File: src/rtl/pio_remap_pkg.sv
package pio_remap_pkg;

    // Register-side controller states
    typedef enum logic [1:0] {
        RG_IDLE  = 2'd0,
        RG_WRITE = 2'd1,
        RG_READ  = 2'd2
    } rg_state_e;

    // Register select encoding
    typedef enum logic {
        SEL_BASE  = 1'b0,
        SEL_RANGE = 1'b1
    } reg_sel_e;

endpackage

File: src/rtl/pio_remap_regs.sv
module pio_remap_regs
    import pio_remap_pkg::*;
#(
    parameter int ADDR_W  = 32,
    parameter int WIN_LG2 = 21,
    parameter int MEM_LG2 = 26
) (
    input  logic              clk,
    input  logic              rst_n,
    input  logic              base_wr_en,
    input  logic [ADDR_W-1:0] wdata,
    output logic [ADDR_W-1:0] base_q,
    output logic [ADDR_W-1:0] base_rb,
    output logic [ADDR_W-1:0] range_rb
);

    localparam logic [ADDR_W-1:0] ONE       = ADDR_W'(1);
    localparam logic [ADDR_W-1:0] WIN_MASK  = (ONE << WIN_LG2) - ONE;
    localparam logic [ADDR_W-1:0] MEM_MASK  = (ONE << MEM_LG2) - ONE;
    localparam logic [ADDR_W-1:0] FLD_MASK  = MEM_MASK & ~WIN_MASK;
    localparam logic [ADDR_W-1:0] RANGE_VAL = ~WIN_MASK;

    generate
        if (MEM_LG2 > WIN_LG2) begin : g_remap
            localparam int FLD_W = MEM_LG2 - WIN_LG2;
            logic [FLD_W-1:0] fld_q;
            logic             unused_wd;

            // bits outside the legal field are discarded on write
            assign unused_wd = ^(wdata & ~FLD_MASK);

            always_ff @(posedge clk or negedge rst_n) begin
                if (!rst_n) begin
                    fld_q <= '0;
                end else if (base_wr_en) begin
                    fld_q <= wdata[MEM_LG2-1:WIN_LG2];
                end
            end

            always_comb begin
                base_q = '0;
                base_q[MEM_LG2-1:WIN_LG2] = fld_q;
            end
        end else begin : g_fixed
            // window spans all of memory: base stays zero
            logic unused_wd;
            assign unused_wd = base_wr_en ^ (^wdata) ^ clk ^ rst_n;
            assign base_q    = '0;
        end
    endgenerate

    assign base_rb  = base_q | ONE;
    assign range_rb = RANGE_VAL;

endmodule

File: src/rtl/pio_remap_fsm.sv
module pio_remap_fsm
    import pio_remap_pkg::*;
#(
    parameter int ADDR_W = 32
) (
    input  logic              clk,
    input  logic              rst_n,
    input  logic              reg_req,
    input  logic              reg_we,
    input  logic              reg_sel,
    input  logic [ADDR_W-1:0] base_rb,
    input  logic [ADDR_W-1:0] range_rb,
    output logic              base_wr_en,
    output logic              reg_ack,
    output logic [ADDR_W-1:0] reg_rdata
);

    rg_state_e         state_q, state_d;
    logic [ADDR_W-1:0] rd_q;
    reg_sel_e          sel;

    assign sel = reg_sel_e'(reg_sel);

    // write strobe to the base register, committed at the accepting edge
    assign base_wr_en = reg_req && reg_we && (sel == SEL_BASE);

    // next-state: any state follows the request present this cycle
    always_comb begin
        state_d = state_q;
        unique case (state_q)
            RG_IDLE, RG_WRITE, RG_READ: begin
                if (reg_req && reg_we) begin
                    state_d = RG_WRITE;          // GO_WRITE
                end else if (reg_req) begin
                    state_d = RG_READ;           // GO_READ
                end else begin
                    state_d = RG_IDLE;           // GO_IDLE
                end
            end
            default: state_d = RG_IDLE;
        endcase
    end

    // state register and read capture
    always_ff @(posedge clk or negedge rst_n) begin
        if (!rst_n) begin
            state_q <= RG_IDLE;
            rd_q    <= '0;
        end else begin
            state_q <= state_d;
            if (reg_req && !reg_we) begin
                rd_q <= (sel == SEL_RANGE) ? range_rb : base_rb;
            end
        end
    end

    // outputs decoded from the state
    always_comb begin
        reg_ack   = 1'b0;
        reg_rdata = '0;
        unique case (state_q)
            RG_IDLE:  ;
            RG_WRITE: reg_ack = 1'b1;
            RG_READ: begin
                reg_ack   = 1'b1;
                reg_rdata = rd_q;
            end
            default: ;
        endcase
    end

endmodule

File: src/rtl/pio_remap_xlate.sv
module pio_remap_xlate #(
    parameter int                ADDR_W    = 32,
    parameter int                WIN_LG2   = 21,
    parameter int                DMA_W     = 23,
    parameter logic [ADDR_W-1:0] WIN_START = 32'hF760_0000
) (
    input  logic              clk,
    input  logic              rst_n,
    input  logic              acc_req,
    input  logic [ADDR_W-1:0] acc_addr,
    input  logic [ADDR_W-1:0] base_q,
    input  logic              dma_req,
    input  logic [DMA_W-1:0]  dma_addr,
    output logic              loc_valid,
    output logic              loc_miss,
    output logic [ADDR_W-1:0] loc_addr,
    output logic              dma_loc_valid,
    output logic [ADDR_W-1:0] dma_loc_addr
);

    localparam logic [ADDR_W-1:0] ONE      = ADDR_W'(1);
    localparam logic [ADDR_W-1:0] WIN_MASK = (ONE << WIN_LG2) - ONE;

    logic              hit;
    logic [ADDR_W-1:0] offset;
    logic [ADDR_W-1:0] loc_d;

    assign hit    = (acc_addr[ADDR_W-1:WIN_LG2] == WIN_START[ADDR_W-1:WIN_LG2]);
    assign offset = acc_addr - WIN_START;
    assign loc_d  = base_q | (offset & WIN_MASK);

    always_ff @(posedge clk or negedge rst_n) begin
        if (!rst_n) begin
            loc_valid     <= 1'b0;
            loc_miss      <= 1'b0;
            loc_addr      <= '0;
            dma_loc_valid <= 1'b0;
            dma_loc_addr  <= '0;
        end else begin
            loc_valid     <= acc_req && hit;
            loc_miss      <= acc_req && !hit;
            if (acc_req && hit) begin
                loc_addr <= loc_d;
            end
            dma_loc_valid <= dma_req;
            if (dma_req) begin
                dma_loc_addr <= ADDR_W'(dma_addr);
            end
        end
    end

endmodule

File: src/rtl/pio_window_remap.sv
module pio_window_remap #(
    parameter int                ADDR_W    = 32,
    parameter int                WIN_LG2   = 21,
    parameter int                MEM_LG2   = 26,
    parameter int                DMA_W     = 23,
    parameter logic [ADDR_W-1:0] WIN_START = 32'hF760_0000
) (
    input  logic              clk,
    input  logic              rst_n,
    input  logic              reg_req,
    input  logic              reg_we,
    input  logic              reg_sel,
    input  logic [ADDR_W-1:0] reg_wdata,
    output logic              reg_ack,
    output logic [ADDR_W-1:0] reg_rdata,
    input  logic              acc_req,
    input  logic [ADDR_W-1:0] acc_addr,
    output logic              loc_valid,
    output logic              loc_miss,
    output logic [ADDR_W-1:0] loc_addr,
    input  logic              dma_req,
    input  logic [DMA_W-1:0]  dma_addr,
    output logic              dma_loc_valid,
    output logic [ADDR_W-1:0] dma_loc_addr
);

    logic              base_wr_en;
    logic [ADDR_W-1:0] base_q;
    logic [ADDR_W-1:0] base_rb;
    logic [ADDR_W-1:0] range_rb;

    pio_remap_fsm #(.ADDR_W(ADDR_W)) u_fsm (
        .clk        (clk),
        .rst_n      (rst_n),
        .reg_req    (reg_req),
        .reg_we     (reg_we),
        .reg_sel    (reg_sel),
        .base_rb    (base_rb),
        .range_rb   (range_rb),
        .base_wr_en (base_wr_en),
        .reg_ack    (reg_ack),
        .reg_rdata  (reg_rdata)
    );

    pio_remap_regs #(
        .ADDR_W  (ADDR_W),
        .WIN_LG2 (WIN_LG2),
        .MEM_LG2 (MEM_LG2)
    ) u_regs (
        .clk        (clk),
        .rst_n      (rst_n),
        .base_wr_en (base_wr_en),
        .wdata      (reg_wdata),
        .base_q     (base_q),
        .base_rb    (base_rb),
        .range_rb   (range_rb)
    );

    pio_remap_xlate #(
        .ADDR_W    (ADDR_W),
        .WIN_LG2   (WIN_LG2),
        .DMA_W     (DMA_W),
        .WIN_START (WIN_START)
    ) u_xlate (
        .clk           (clk),
        .rst_n         (rst_n),
        .acc_req       (acc_req),
        .acc_addr      (acc_addr),
        .base_q        (base_q),
        .dma_req       (dma_req),
        .dma_addr      (dma_addr),
        .loc_valid     (loc_valid),
        .loc_miss      (loc_miss),
        .loc_addr      (loc_addr),
        .dma_loc_valid (dma_loc_valid),
        .dma_loc_addr  (dma_loc_addr)
    );

endmodule

File: config.mk
export PLATFORM = sky130hd
export DESIGN_NAME = pio_window_remap
export DESIGN_NICKNAME = d
export VERILOG_FILES = /design/src/rtl/pio_remap_pkg.sv /design/src/rtl/pio_remap_regs.sv /design/src/rtl/pio_remap_fsm.sv /design/src/rtl/pio_remap_xlate.sv /design/src/rtl/pio_window_remap.sv
export SDC_FILE = /design/constraint.sdc
export NUM_CORES = 1
export LEC_CHECK = 0
export BUFFER_PORTS_ARGS = -buffer_cell sky130_fd_sc_hd__clkbuf_2
export CORE_MARGIN = 2
export CORE_UTILIZATION = 45
export CTS_CLUSTER_SIZE = 20
export DETAILED_ROUTE_END_ITERATION = 8
export PLACE_DENSITY = 0.93
export SYNTH_ARGS = -nofsm -noshare
export SYNTH_HDL_FRONTEND = slang
export SYNTH_SLANG_ARGS = --single-unit
File: constraint.sdc
create_clock -name clk -period 2.6 [get_ports clk]
set_input_delay 0.26 -clock clk [delete_from_list [all_inputs] [get_ports clk]]
set_output_delay 0.26 -clock clk [all_outputs]
set_load 0.005 [all_outputs]
* Word level (Yosys, flattened, before mapping) *
Index checks and enable logic that the tools add are counted.

storage, ports and cells
  register bits after elaboration = 97
  bits in latches = 0
  memory bits (writable) = 0
  memory bits (read-only) = 0
  input port bits = 94
  output and inout bits = 100
  word-level logic and storage cells = 30
  memories = 0

operators by class
  add/sub/neg operators = 1
  multipliers = 0
  divide/modulo/power cells = 0
  $lt $le $gt $ge = 0
  equality and inequality tests = 3
  shift operators = 0
  multiplexer cells = 6
  bitwise operators = 2
  reductions and logical operators = 10

operators with widths
  cell                     number
  $mux W32                 2
  $or A26 B21 Y26          1
  $sub A21 B1 Y21 const B  1
  $eq A11 B11 Y1 const B   1
  $mux W2                  3
  $logic_and A1 B1 Y1      5
  $reduce_or A3 Y1         1
  $eq A2 B1 Y1 const B     1
  $eq A2 B2 Y1 const B     1
  $logic_not A1 Y1         2
  $logic_not A2 Y1         1
  $reduce_or A2 Y1         1
  $mux W1                  1
  $not A1 Y1               1

* Logic depth before layout (Yosys ltp) *
Gate-level depths: netlist of the first run.

  depth after elaboration = 3
  gate-level depth with buffers = 5
  mapped depth without buffers = 3

* Hierarchy *
A second synthesis of the first run with hierarchy kept.

unflattened totals
  cell total of the unflattened synthesis = 430
  area total of the unflattened synthesis = 5372.7 um2

modules (own cells, without submodules)
  module           instances  cells an instance  area an instance (um2)  seq. area each (um2)
  pio_remap_xlate  1          177                2359.8                  1451.4
  pio_remap_fsm    1          150                2140.8                  850.8
  pio_remap_regs   1          103                872.1                   125.1

* Worst setup path before layout of the first run *
Ideal clock, no wire load.

  path kind = input port to flip-flop
  start point = input acc_addr[27]
  end point = register u_xlate.loc_addr[10]
  setup time = 0.125 ns
  data arrival time = 1.490 ns
  required time = 2.475 ns
  setup slack = 0.985 ns
  cell stages on the path = 5
  cell sequence = nand3b_1 -> or4_4 -> buf_6 -> buf_12 -> mux2_4

between the ends
  word-level cells in the longest chain between the ends = 2

RTL lines
  item                  RTL line                text
  from (decl)           pio_window_remap.sv:17  input logic [ADDR_W-1:0] acc_addr,
  $eq A11 B11 Y1        pio_remap_xlate.sv:28   assign hit = (acc_addr[ADDR_W-1:WIN_LG2] == WIN_START[ADDR_W-1:WIN_LG2]);
  $logic_and A1 B1 Y1   pio_remap_xlate.sv:42   if (acc_req && hit) begin
  to (signal assigned)  pio_remap_xlate.sv:43   loc_addr <= loc_d;
  to (decl)             pio_remap_xlate.sv:16   output logic [ADDR_W-1:0] loc_addr,

Every way passes these cells.
A chain may end at the register's enable or synchronous reset.

* Final worst setup path of the first run *
  start point = register u_fsm.state_q[0]
  end point = output reg_rdata[26]

between the ends
  word-level cells in the longest chain between the ends = 2

RTL lines
  item                    RTL line                text
  from (decl)             pio_remap_fsm.sv:18     rg_state_e state_q, state_d;
  from (signal assigned)  pio_remap_fsm.sv:50     state_q <= state_d;
  $eq A2 B2 Y1            pio_remap_fsm.sv:61     unique case (state_q)
  $mux W32                pio_remap_fsm.sv:61
  to (decl)               pio_window_remap.sv:15  output logic [ADDR_W-1:0] reg_rdata,

Every way passes these cells.

==> results.md, run 1 <==
* Reg2reg path depth at 2
* Arr. time, crit path at 1390 ps
* CTS Sinks at 66
* Gp weighted congestion at between 0.6 and 0.7
* Diodes inserted at 0
* Cell Area, Synth at about 3000 µm²
* Initial antenna violation count at 0
* RR Endpoint: u_fsm.state_q[1]$_DFF_PN0_
* Dpl hpwl at roughly 4.4 mm
* Sequential Area at roughly 1700 µm²
* Final period util at 0.6361
* Core box area at 6350 µm²
* Global-route wire length before repair at 8.956 mm
* Hold Path Origin: reg_req
* Min setup slack post-route at 946.2 ps
* Area of the multi-input gates at 1050 µm²
* CP max-delay cell: dfrtp_1
* Static leakage at 2.067 nW
* Routed WL at around 5.7 mm
* Hold depth at 3
* Hold Vio Cnt, Final at 0
* FMAX at roughly 600 MHz
* Routed WL per cell at between 10 and 15 µm
* Final core utilization at 0.5773
* Place WS at between 700 and 800 ps
* TritonRoute pass-1 iters at 4
* Global route overflow at 0
* Post-DRT Antenna Nets at 0
* Vias in the first global route at between 1500 and 2000
* TNS Setup at 0 ps
* Critical path class: reg2out
* Max Slew Vio Count at 0
* Layout Nets at 439
* Max cap viols at 0
* Die area at slightly above 7000 µm²
* FF+latch count, synth at 66
* Chip Width at roughly 85 µm
* Site Rows at 29
* Largest net degree at the start of global routing at 37
* Asr flop ratio synth at 1.000
* Final setup fails at 0
* Power Density at 584.1 nW/µm²
* Post-synthesis sequential area ratio at 0.5596
* Worst-margin pin slew at just over 700 ps
* Peak supply drop at 0.3322 mV
* Min-Delay Endpoint: u_fsm.state_q[0]$_DFF_PN0_
* Mean Syn Cell Area at between 10 and 15 µm²
* Crit path capture type: output port
* Crit Path Max Fanout at 7
* Clock buffer depth at 2
* Critical path cell sequence: inv_1 > ha_1 > and2_1 > clkbuf_2
* TritonCTS clock tree: done
* Drc violations at 0
* Die H at around 85 µm
* CP peak stage delay at slightly below 400 ps
* Hold WC Path Type: in2reg
* Clock-pin slew on the worst setup and hold paths at approximately 80 ps
* Initial Util at 0.4648
* Worst Clk Skew at between 8 and 9 ps
* Status: finished clean
* Clock root cell: clkbuf_8
* I/O pins at 194
* Worst endpoint required time at 2340 ps
* Initial drt markers at between 40 and 50
* Port Buffer Count at between 100 and 150
* Reg2Reg Setup Slack at around 1800 ps
* Synth-to-layout area growth at 24.21%
* Fill cells at 550
* Resize count post-CTS at 0
* CTS buffer count at 9
* Crit Reg-Reg Startpoint: u_fsm.state_q[0]$_DFF_PN0_
* Avg Vias per Cell at about 4.6
* Crit path time final at 1654 ps
* Unrepaired setup endpoints after global routing: no
* Syn Inst Count at between 200 and 250
* Post-synth EDFFs at 0
* Yosys warns at 0
* H-tree lvl count at 3
* Via Count at 1955
* Clock latency on the worst-skew pair at about 330 ps
* Global-route total usage across every layer at 0.1581
* Layout cells sized above 1 at 0.5862
* Ys flop type: dfrtp_1
* CP startpoint kind: flip-flop
* Headroom to the max-slew limit at 0.5230
* Library cells used by synthesis at 23
[power breakdown]
| part | switching (mW) | leakage, nW | internal (mW) | total [mW] |
|---|---|---|---|---|
| Clock | 0.383 | 0.0851 | 0.367 | 0.751 |
| Sequential | 0.0411 | 0.838 | 1.10 | 1.14 |
| Combinational | 0.114 | 1.14 | 0.136 | 0.250 |
| Total | 0.539 | 2.07 | 1.60 | 2.14 |
[cells by family after synthesis]
group / after synthesis / synth area share
flip-flops: 66 / 0.5596
adder cells (fa/ha/maj): 2 / 0.008477
multiplexers: 55 / 0.2353
AND/OR/NAND/NOR: 32 / 0.05723
other: 1 / 0.001271
AO/OA/AOI/OAI: 6 / 0.01017
buffers and inverters: 50 / 0.1280
[worst max path at each step]
stage	start	endpoint	slack (ps)	cells after the start
6_report	u_fsm.state_q[0]$_DFF_PN0_	reg_rdata[26]	950	4
5_1_grt	u_fsm.state_q[0]$_DFF_PN0_	reg_rdata[26]	800	4
4_1_cts	u_fsm.state_q[0]$_DFF_PN0_	reg_rdata[26]	920	4
3_5_place_dp	acc_addr[27]	u_xlate.loc_addr[15]$_DFFE_PN0P_	790	4
3_3_place_gp	acc_addr[27]	u_xlate.loc_addr[16]$_DFFE_PN0P_	830	4
2_1_floorplan	acc_addr[27]	u_xlate.loc_addr[10]$_DFFE_PN0P_	980	5
[critical path, delay by kind of cell (launching register included)]
kind | cells | cell delay (ps)
DFF | 1 | 390
adders and majority gates | 1 | 230
and+or+nand+nor | 1 | 230
buffers and inverters | 2 | 200
[metal layers]
| metal | up-vias | track usage | share of wire | routed length [µm] |
|---|---|---|---|---|
| li1 | 897 | - | - | - |
| met1 | 966 | 0.1722 | 0.37 | 2103 |
| met2 | 85 | 0.2876 | 0.55 | 3142 |
| met3 | 7 | 0.04864 | 0.069 | 396 |
| met4 | 0 | 0.05772 | 0.017 | 97 |
| met5 | - | 0 | 0 | 0 |
[registers in the layout (all words and copies together), names as in the netlist]
signal                 count
u_xlate.loc_addr          26
u_fsm.state_q              2
u_fsm.rd_q                 7
u_regs.g_remap.fld_q       5
u_xlate.dma_loc_valid      1
u_xlate.loc_valid          1
u_xlate.loc_miss           1
u_xlate.dma_loc_addr      23
[what timing repair did]
item	CTS	global route
setup buffers	0	0
hold buffers	1	0
hold endpoints to repair	4	0
endpoints found under the setup margin	0	0
[layout by cell type (no fill, tap or decap), types with 2 or more instances in the layout]
cell / Yosys / layout
clkbuf_2: 0 / 130
dfrtp_1: 66 / 66
mux2_2: 35 / 35
conb_1: 1 / 35
mux2_4: 20 / 20
clkbuf_8: 0 / 10
nor2_1: 8 / 8
and2_1: 7 / 7
nand2_1: 7 / 7
o21ai_0: 6 / 6
inv_1: 3 / 3
clkinv_2: 0 / 3
nand4_1: 2 / 2
nor3_1: 2 / 2
ha_1: 2 / 2
clkinvlp_4: 0 / 2
[per-stage QoR]
step | hold WS, ps | area [µm²] | total power [mW] | std cells
finish | 144.4 | 3666 | 2.141 | 425
floorplan | -35.59 | 3079 | 1.304 | 246
global placement | 349.1 | 3485 | 1.395 | 408
CTS | 142.6 | 3666 | 2.164 | 425
detailed placement | 361.8 | 3485 | 1.414 | 408
global route | 139.9 | 3666 | 2.256 | 425
[cells in the mapped netlist (2+ instances only)]
cell type | instances | area, µm²
dfrtp_1 | 66 | 1652
and2_1 | 7 | 43.79
ha_1 | 2 | 25.02
buf_12 | 2 | 40.04
o21ai_0 | 6 | 30.03
mux2_4 | 20 | 300.3
nor2_1 | 8 | 30.03
nand2_1 | 7 | 26.28
inv_1 | 3 | 11.26
mux2_2 | 35 | 394.1
nor3_1 | 2 | 10.01
clkbuf_1 | 3 | 11.26
buf_4 | 40 | 300.3
nand4_1 | 2 | 12.51
[area by class of cell]
| type | instances | area share |
|---|---|---|
| timing repair buffer | 133 | 0.1870 |
| sequential | 66 | 0.4505 |
| clock buffer | 11 | 0.03857 |
| tap | 77 | 0.02628 |
| inverter | 3 | 0.003072 |
| multi-input combinational | 130 | 0.2863 |
| clock inverter | 5 | 0.008191 |
(Power assumes the default switching activity.)
==> inputs of run 2 (changes only) <==
--- a/config.mk
+++ b/config.mk
@@ -7,10 +7,10 @@
 export LEC_CHECK = 0
 export BUFFER_PORTS_ARGS = -buffer_cell sky130_fd_sc_hd__clkbuf_2
 export CORE_MARGIN = 2
-export CORE_UTILIZATION = 45
+export CORE_UTILIZATION = 42
 export CTS_CLUSTER_SIZE = 20
 export DETAILED_ROUTE_END_ITERATION = 8
-export PLACE_DENSITY = 0.93
+export PLACE_DENSITY = 0.88
 export SYNTH_ARGS = -nofsm -noshare
 export SYNTH_HDL_FRONTEND = slang
 export SYNTH_SLANG_ARGS = --single-unit
==> constraint.sdc (replaced) <==
create_clock -name clk -period 1.61 [get_ports clk]
set_input_delay 0.161 -clock clk [delete_from_list [all_inputs] [get_ports clk]]
set_output_delay 0.161 -clock clk [all_outputs]
set_load 0.005 [all_outputs]
==> run 2 against run 1 <==
Via count down 2.8%. Register-to-register slack worse by 990 ps. Sequential power up 61%. Routed wire length down 5.2%. Combinational power up 61%. Worst setup slack worse by 820 ps. Cell area up 2.5%. Die area up 6.8%. Non-clock buffer count up 4. Critical path depth unchanged. Power up 62%. Cell count up 5.4%. Largest cell class unchanged. Highest routed layer unchanged.
==> results.md, run 2 (same netlist as run 1, synthesis figures left out) <==
* Critical path cell sequence: inv_1 > ha_2 > and2_2 > clkbuf_2 (was inv_1 > ha_1 > and2_1 > clkbuf_2)
* Initial drt markers at 40 (was 43)
* Min setup slack post-route at 126.5 ps (was 946.2 ps)
* Final core utilization at 0.5529 (was 0.5773)
* Min Hold Slack at 55.21 ps (was 144.4 ps)
* Hold WC Path Type: in2reg (unchanged)
* Fin cells at 448 (was 425)
* Total power at 3.472 mW (was 2.141 mW)
* Diodes inserted at 0 (unchanged)
* Initial antenna violation count at 0 (unchanged)
* DP Area at 3563 µm² (was 3485 µm²)
* Critical path class: reg2out (unchanged)
* Unrepaired setup endpoints after global routing: no (unchanged)
* Post-route cell area at 3756 µm² (was 3666 µm²)
* Clock-pin slew on the worst setup and hold paths at 80 ps (about the same)
* Critical path's top delay family: flip-flops (unchanged)
* Worst Clk Skew at 7.324 ps (was 8.522 ps)
* Place WS at 55.55 ps (was 793.5 ps)
* Largest net degree at the start of global routing at 67 (was 37)
* Largest register FFs at 26 (unchanged)
* Die area at 7714 µm² (was 7223 µm²)
* Status: finished clean (unchanged)
* Global route overflow at 0 (unchanged)
* Worst endpoint required time at 1450 ps (was 2340 ps)
* Routed WL at 5.440 mm (was 5.740 mm)
* Synth-to-layout area growth at 27.26% (was 24.21%)
* Drc violations at 0 (unchanged)
* Fill cells at 570 (was 550)
* Largest Register: u_xlate.loc_addr (unchanged)
* TritonCTS clock tree: done (unchanged)
* Global-route total usage across every layer at 0.1369 (was 0.1581)
* Vias in the first global route at 1777 (was 1908)
* Power Density at 924.3 nW/µm² (was 584.1 nW/µm²)
* Layout Nets at 443 (was 439)
* CTS buffer count at 9 (unchanged)
* CTS Sinks at 66 (unchanged)
* Clock root cell: clkbuf_8 (unchanged)
* Worst-margin pin slew at 548.5 ps (was 715.5 ps)
* Hold Vio Cnt, Final at 0 (unchanged)
* Max cap viols at 0 (unchanged)
* CP max-delay cell: dfrtp_1 (unchanged)
* Site Rows at 30 (was 29)
* Static leakage at 2.095 nW (was 2.067 nW)
* Crit path capture type: output port (unchanged)
* Port Buffer Count at 131 (unchanged)
* Layout cells sized above 1 at 0.5994 (was 0.5862)
* FMAX at approximately 670 MHz
* Critical path depth at 4 (unchanged)
* TNS Setup at 0 ps (unchanged)
* Most frequent cells in the layout: 130 x clkbuf_2, 66 x dfrtp_1, 35 x mux2_2, 35 x conb_1, 20 x mux2_4 (unchanged)
* Gp weighted congestion at 0.6960 (was 0.6998)
* CP peak stage delay at 380 ps (was 390 ps)
* Avg Vias per Cell at 4.241 (was 4.600)
* Final period util at 0.9214
* Initial Util at 0.4344 (was 0.4648)
* Chip Width at 87.83 µm (was 84.99 µm)
* I/O pins at 194 (unchanged)
* Crit Path Max Fanout at 7 (unchanged)
* Reg2Reg Setup Slack at 810 ps (was 1800 ps)
* Max Slew Vio Count at 0 (unchanged)
* WP buf/inv at 2 (unchanged)
* Headroom to the max-slew limit at 0.6343 (was 0.5230)
* Crit path time final at around 1500 ps
* Global-route wire length before repair at 8.217 mm (was 8.956 mm)
* Largest regs: u_xlate.loc_addr: 26 flops, u_xlate.dma_loc_addr: 23 flops, u_fsm.rd_q: 7 flops (unchanged)
* Post-DRT Antenna Nets at 0 (unchanged)
* Final setup fails at 0 (unchanged)
* Routed WL per cell at 12.14 µm (was 13.51 µm)
* Clock latency on the worst-skew pair at 330 ps (about the same)
* H-tree lvl count at 3 (unchanged)
* Cells after DPL at 431 (was 408)
* TritonRoute pass-1 iters at 4 (unchanged)
* CP startpoint kind: flip-flop (unchanged)
* Peak supply drop at 0.4532 mV (was 0.3322 mV)
* Commonest non-fill, non-tap cell in the layout: clkbuf_2 (unchanged)
* Sequential Area at 1652 µm² (unchanged)
* Area of the multi-input gates at 1054 µm² (was 1050 µm²)
* Die H at 87.83 µm (was 84.99 µm)
* Clock buffer depth at 2 (unchanged)
* Core box area at 6794 µm² (was 6350 µm²)
* Hold depth at 2 (was 3)
* Dpl hpwl at 4.234 mm (was 4.364 mm)
* Reg2reg path depth at 1 (was 2)
* Arr. time, crit path at 1320 ps (was 1390 ps)
* Via Count at 1900 (was 1955)
run 2: final cells by class:
cell class	instances	share of cell area
clock inverter	6	0.01099
inverter	3	0.002998
sequential	66	0.4397
timing repair buffer	137	0.1972
clock buffer	10	0.03664
multi-input combinational	130	0.2805
tap	96	0.03198
run 2: power breakdown:
part / switching (mW) / internal (mW)
sequential: 0.0662 / 1.78
clock: 0.627 / 0.600
combinational: 0.181 / 0.222
run 2: per-layer routing:
layer / routed length (µm) / share of wire / vias up / global-route usage
met4: 42 / 0.0077 / 0 / 0.04615
met3: 426 / 0.078 / 5 / 0.03959
met2: 2709 / 0.50 / 93 / 0.2273
met5: 0 / 0 / - / 0
met1: 2262 / 0.42 / 897 / 0.1720
li1: - / - / 905 / -
run 2: timing repair:
action                     CTS  global route
hold endpoints to repair    66             0
hold buffers                 1             0
resized for setup            0             2
setup buffers                0             0
setup endpoints to repair    0             6
run 2: worst paths after layout:
check | to | startpoint
max | reg_rdata[27] | u_fsm.state_q[0]$_DFF_PN0_
max in group asynchronous | u_xlate.loc_miss$_DFF_PN0_ | rst_n
min in group asynchronous | u_xlate.dma_loc_addr[11]$_DFFE_PN0P_ | rst_n
min reg2reg | u_fsm.rd_q[21]$_DFFE_PN0P_ | u_fsm.rd_q[21]$_DFFE_PN0P_
min | u_xlate.loc_addr[13]$_DFFE_PN0P_ | acc_addr[13]
max reg2reg | u_xlate.loc_addr[24]$_DFFE_PN0P_ | u_regs.g_remap.fld_q[3]$_DFFE_PN0P_
==> inputs of run 3 (changes only) <==
--- a/config.mk
+++ b/config.mk
@@ -11,6 +11,7 @@
 export CTS_CLUSTER_SIZE = 20
 export DETAILED_ROUTE_END_ITERATION = 8
 export PLACE_DENSITY = 0.88
+export RECOVER_POWER = 100
 export SYNTH_ARGS = -nofsm -noshare
 export SYNTH_HDL_FRONTEND = slang
 export SYNTH_SLANG_ARGS = --single-unit
==> run 3 against run 2 <==
Sequential cell count unchanged. Non-clock buffer count stayed put. Power decreased by 0.59%. Worst hold slack got worse by 16 ps. First-iteration DRC count up 13%. Critical path depth did not move. Cell count did not move. Clock skew is essentially flat. Register-to-register slack worse by 30 ps. Largest cell class unchanged. Highest routed layer unchanged.
==> results.md, run 3 (same netlist as run 1, synthesis figures left out) <==
* Status: finished clean (unchanged)
* Largest net degree at the start of global routing at 67 (unchanged)
* DP Area at 3563 µm² (unchanged)
* Die area at 7714 µm² (unchanged)
* FMAX at 673.6 MHz (was 674.1 MHz)
* Crit path from: u_fsm.state_q[0]$_DFF_PN0_ (unchanged)
* Largest Register: u_xlate.loc_addr (unchanged)
* Synth-to-layout area growth at 21.96% (was 27.26%)
* I/O pins at 194 (unchanged)
* RR Endpoint: u_xlate.loc_addr[6]$_DFFE_PN0P_ (was u_xlate.loc_addr[24]$_DFFE_PN0P_)
* Crit path capture type: output port (unchanged)
* Total power at 3.451 mW (was 3.472 mW)
* Power Density at 958.7 nW/µm² (was 924.3 nW/µm²)
* Commonest non-fill, non-tap cell in the layout: clkbuf_2 (unchanged)
* Vias in the first global route at 1777 (unchanged)
* Worst endpoint required time at 1450 ps (about the same)
* Critical path's top delay family: flip-flops (unchanged)
* Final setup fails at 0 (unchanged)
* Min setup slack post-route at 125.5 ps (was 126.5 ps)
* Largest register FFs at 26 (unchanged)
* CTS buffer count at 9 (unchanged)
* CP max-delay cell: dfrtp_1 (unchanged)
* Global route overflow at 0 (unchanged)
* WP buf/inv at 2 (unchanged)
* Clock latency on the worst-skew pair at 330 ps (about the same)
* Hold depth at 2 (unchanged)
* TritonCTS clock tree: done (unchanged)
* Worst Clk Skew at 7.694 ps (was 7.324 ps)
* Peak supply drop at 0.4522 mV (was 0.4532 mV)
* Diodes inserted at 0 (unchanged)
* Static leakage at 1.928 nW (was 2.095 nW)
* Most frequent cells in the layout: 104 x clkbuf_2, 66 x dfrtp_1, 35 x mux2_2, 35 x conb_1, 27 x clkbuf_1 (was 130 x clkbuf_2, 66 x dfrtp_1, 35 x mux2_2, 35 x conb_1, 20 x mux2_4)
* Post-DRT Antenna Nets at 0 (unchanged)
* CTS Sinks at 66 (unchanged)
* Global-route wire length before repair at 8.217 mm (unchanged)
* Hold WC Path Type: in2reg (unchanged)
* Unrepaired setup endpoints after global routing: no (unchanged)
* Critical path class: reg2out (unchanged)
* Hold Vio Cnt, Final at 0 (unchanged)
* CP peak stage delay at 380 ps (about the same)
* Drc violations at 0 (unchanged)
* Reg2reg path depth at 1 (unchanged)
* Chip Width at 87.83 µm (unchanged)
* Crit Reg-Reg Startpoint: u_xlate.loc_addr[6]$_DFFE_PN0P_ (was u_regs.g_remap.fld_q[3]$_DFFE_PN0P_)
* Reg2Reg Setup Slack at 780 ps (was 810 ps)
* Layout cells sized above 1 at 0.4602 (was 0.5994)
* Initial drt markers at 45 (was 40)
* Site Rows at 30 (unchanged)
* Initial Util at 0.4344 (unchanged)
* Worst-margin pin slew at 1171 ps (was 548.5 ps)
* Hold Path Origin: acc_addr[18] (was acc_addr[13])
* Crit Path Max Fanout at 7 (unchanged)
* Crit path time final at 1484 ps (about the same)
* Place WS at 55.55 ps (unchanged)
* CP startpoint kind: flip-flop (unchanged)
* Port Buffer Count at 131 (unchanged)
* Core box area at 6794 µm² (unchanged)
* Final period util at 0.9220 (was 0.9214)
* Initial antenna violation count at 0 (unchanged)
* TritonRoute pass-1 iters at 3 (was 4)
* Global-route total usage across every layer at 0.1369 (unchanged)
* Routed WL per cell at 12.07 µm (was 12.14 µm)
* Max Slew Vio Count at 0 (unchanged)
* TNS Setup at 0 ps (unchanged)
* Fin cells at 448 (unchanged)
* Arr. time, crit path at 1320 ps (about the same)
* Min-Delay Endpoint: u_xlate.loc_addr[18]$_DFFE_PN0P_ (was u_xlate.loc_addr[13]$_DFFE_PN0P_)
* Dpl hpwl at 4.234 mm (unchanged)
* Routed WL at 5.406 mm (was 5.440 mm)
* Max cap viols at 0 (unchanged)
* Critical path cell sequence: inv_1 > ha_2 > and2_2 > clkbuf_2 (unchanged)
* Layout Nets at 443 (unchanged)
* Headroom to the max-slew limit at 0.2195 (was 0.6343)
* Clock-pin slew on the worst setup and hold paths at 80 ps (about the same)
* Gp weighted congestion at 0.6960 (unchanged)
* Via Count at 1899 (was 1900)
* Die H at 87.83 µm (unchanged)
* Post-route cell area at 3600 µm² (was 3756 µm²)
* Clock buffer depth at 2 (unchanged)
* Avg Vias per Cell at 4.239 (was 4.241)
* Largest regs: u_xlate.loc_addr: 26 flops, u_xlate.dma_loc_addr: 23 flops, u_fsm.rd_q: 7 flops (unchanged)
* Cells after DPL at 431 (unchanged)
* H-tree lvl count at 3 (unchanged)
* Clock root cell: clkbuf_8 (unchanged)
## run 3: cell count changes in the layout (fill, tap and decap cells not counted), sizes merged
cell    before  now
buf          6    3
clkbuf     140  143
## run 3: routing by layer
layer	wire length, µm	vias up	global-route usage
li1	-	903	-
met1	2240	900	0.1720
met2	2699	91	0.2273
met3	428	5	0.03959
met4	38	0	0.04615
met5	0	-	0
## run 3: through the flow
step,hold slack (ps),utilization
finish,38.93,0.5298
global route,29.40,0.5298
CTS,40.09,0.5523
detailed placement,209.1,0.5245
global placement,194.8,0.5245
floorplan,-134.6,-
## run 3: area by class of cell
type                            count  area (µm²)
Multi-Input combinational cell    130       974.7
Clock inverter                      6       41.29
Clock buffer                       10       137.6
Tap cell                           96       120.1
Timing Repair Buffer              137       663.1
Inverter                            3       11.26
Sequential cell                    66        1652
Fill cell                         624        3194
## run 3: power breakdown
group	leakage, nW	switching, mW	total (mW)	internal (mW)
combinational	1.01	0.180	0.384	0.204
clock	0.0847	0.627	1.23	0.600
sequential	0.838	0.0642	1.84	1.78
## run 3: worst max path at each step
| stage | to | slack [ps] | depth (start not counted) |
|---|---|---|---|
| global route | reg_rdata[26] | 20 | 4 |
| detailed placement | u_xlate.loc_addr[19]$_DFFE_PN0P_ | 60 | 5 |
| finish | reg_rdata[27] | 130 | 4 |
| CTS | reg_rdata[27] | 9 | 4 |
| global placement | u_xlate.loc_addr[20]$_DFFE_PN0P_ | 80 | 5 |
| floorplan | u_xlate.loc_addr[10]$_DFFE_PN0P_ | 90 | 5 |
## run 3: what timing repair did
item                                    in CTS  in global routing
setup buffers                                0                  0
resized for setup                            0                  2
endpoints found under the setup margin       0                  6
endpoints found under the hold margin       66                  0
hold buffers                                 1                  0
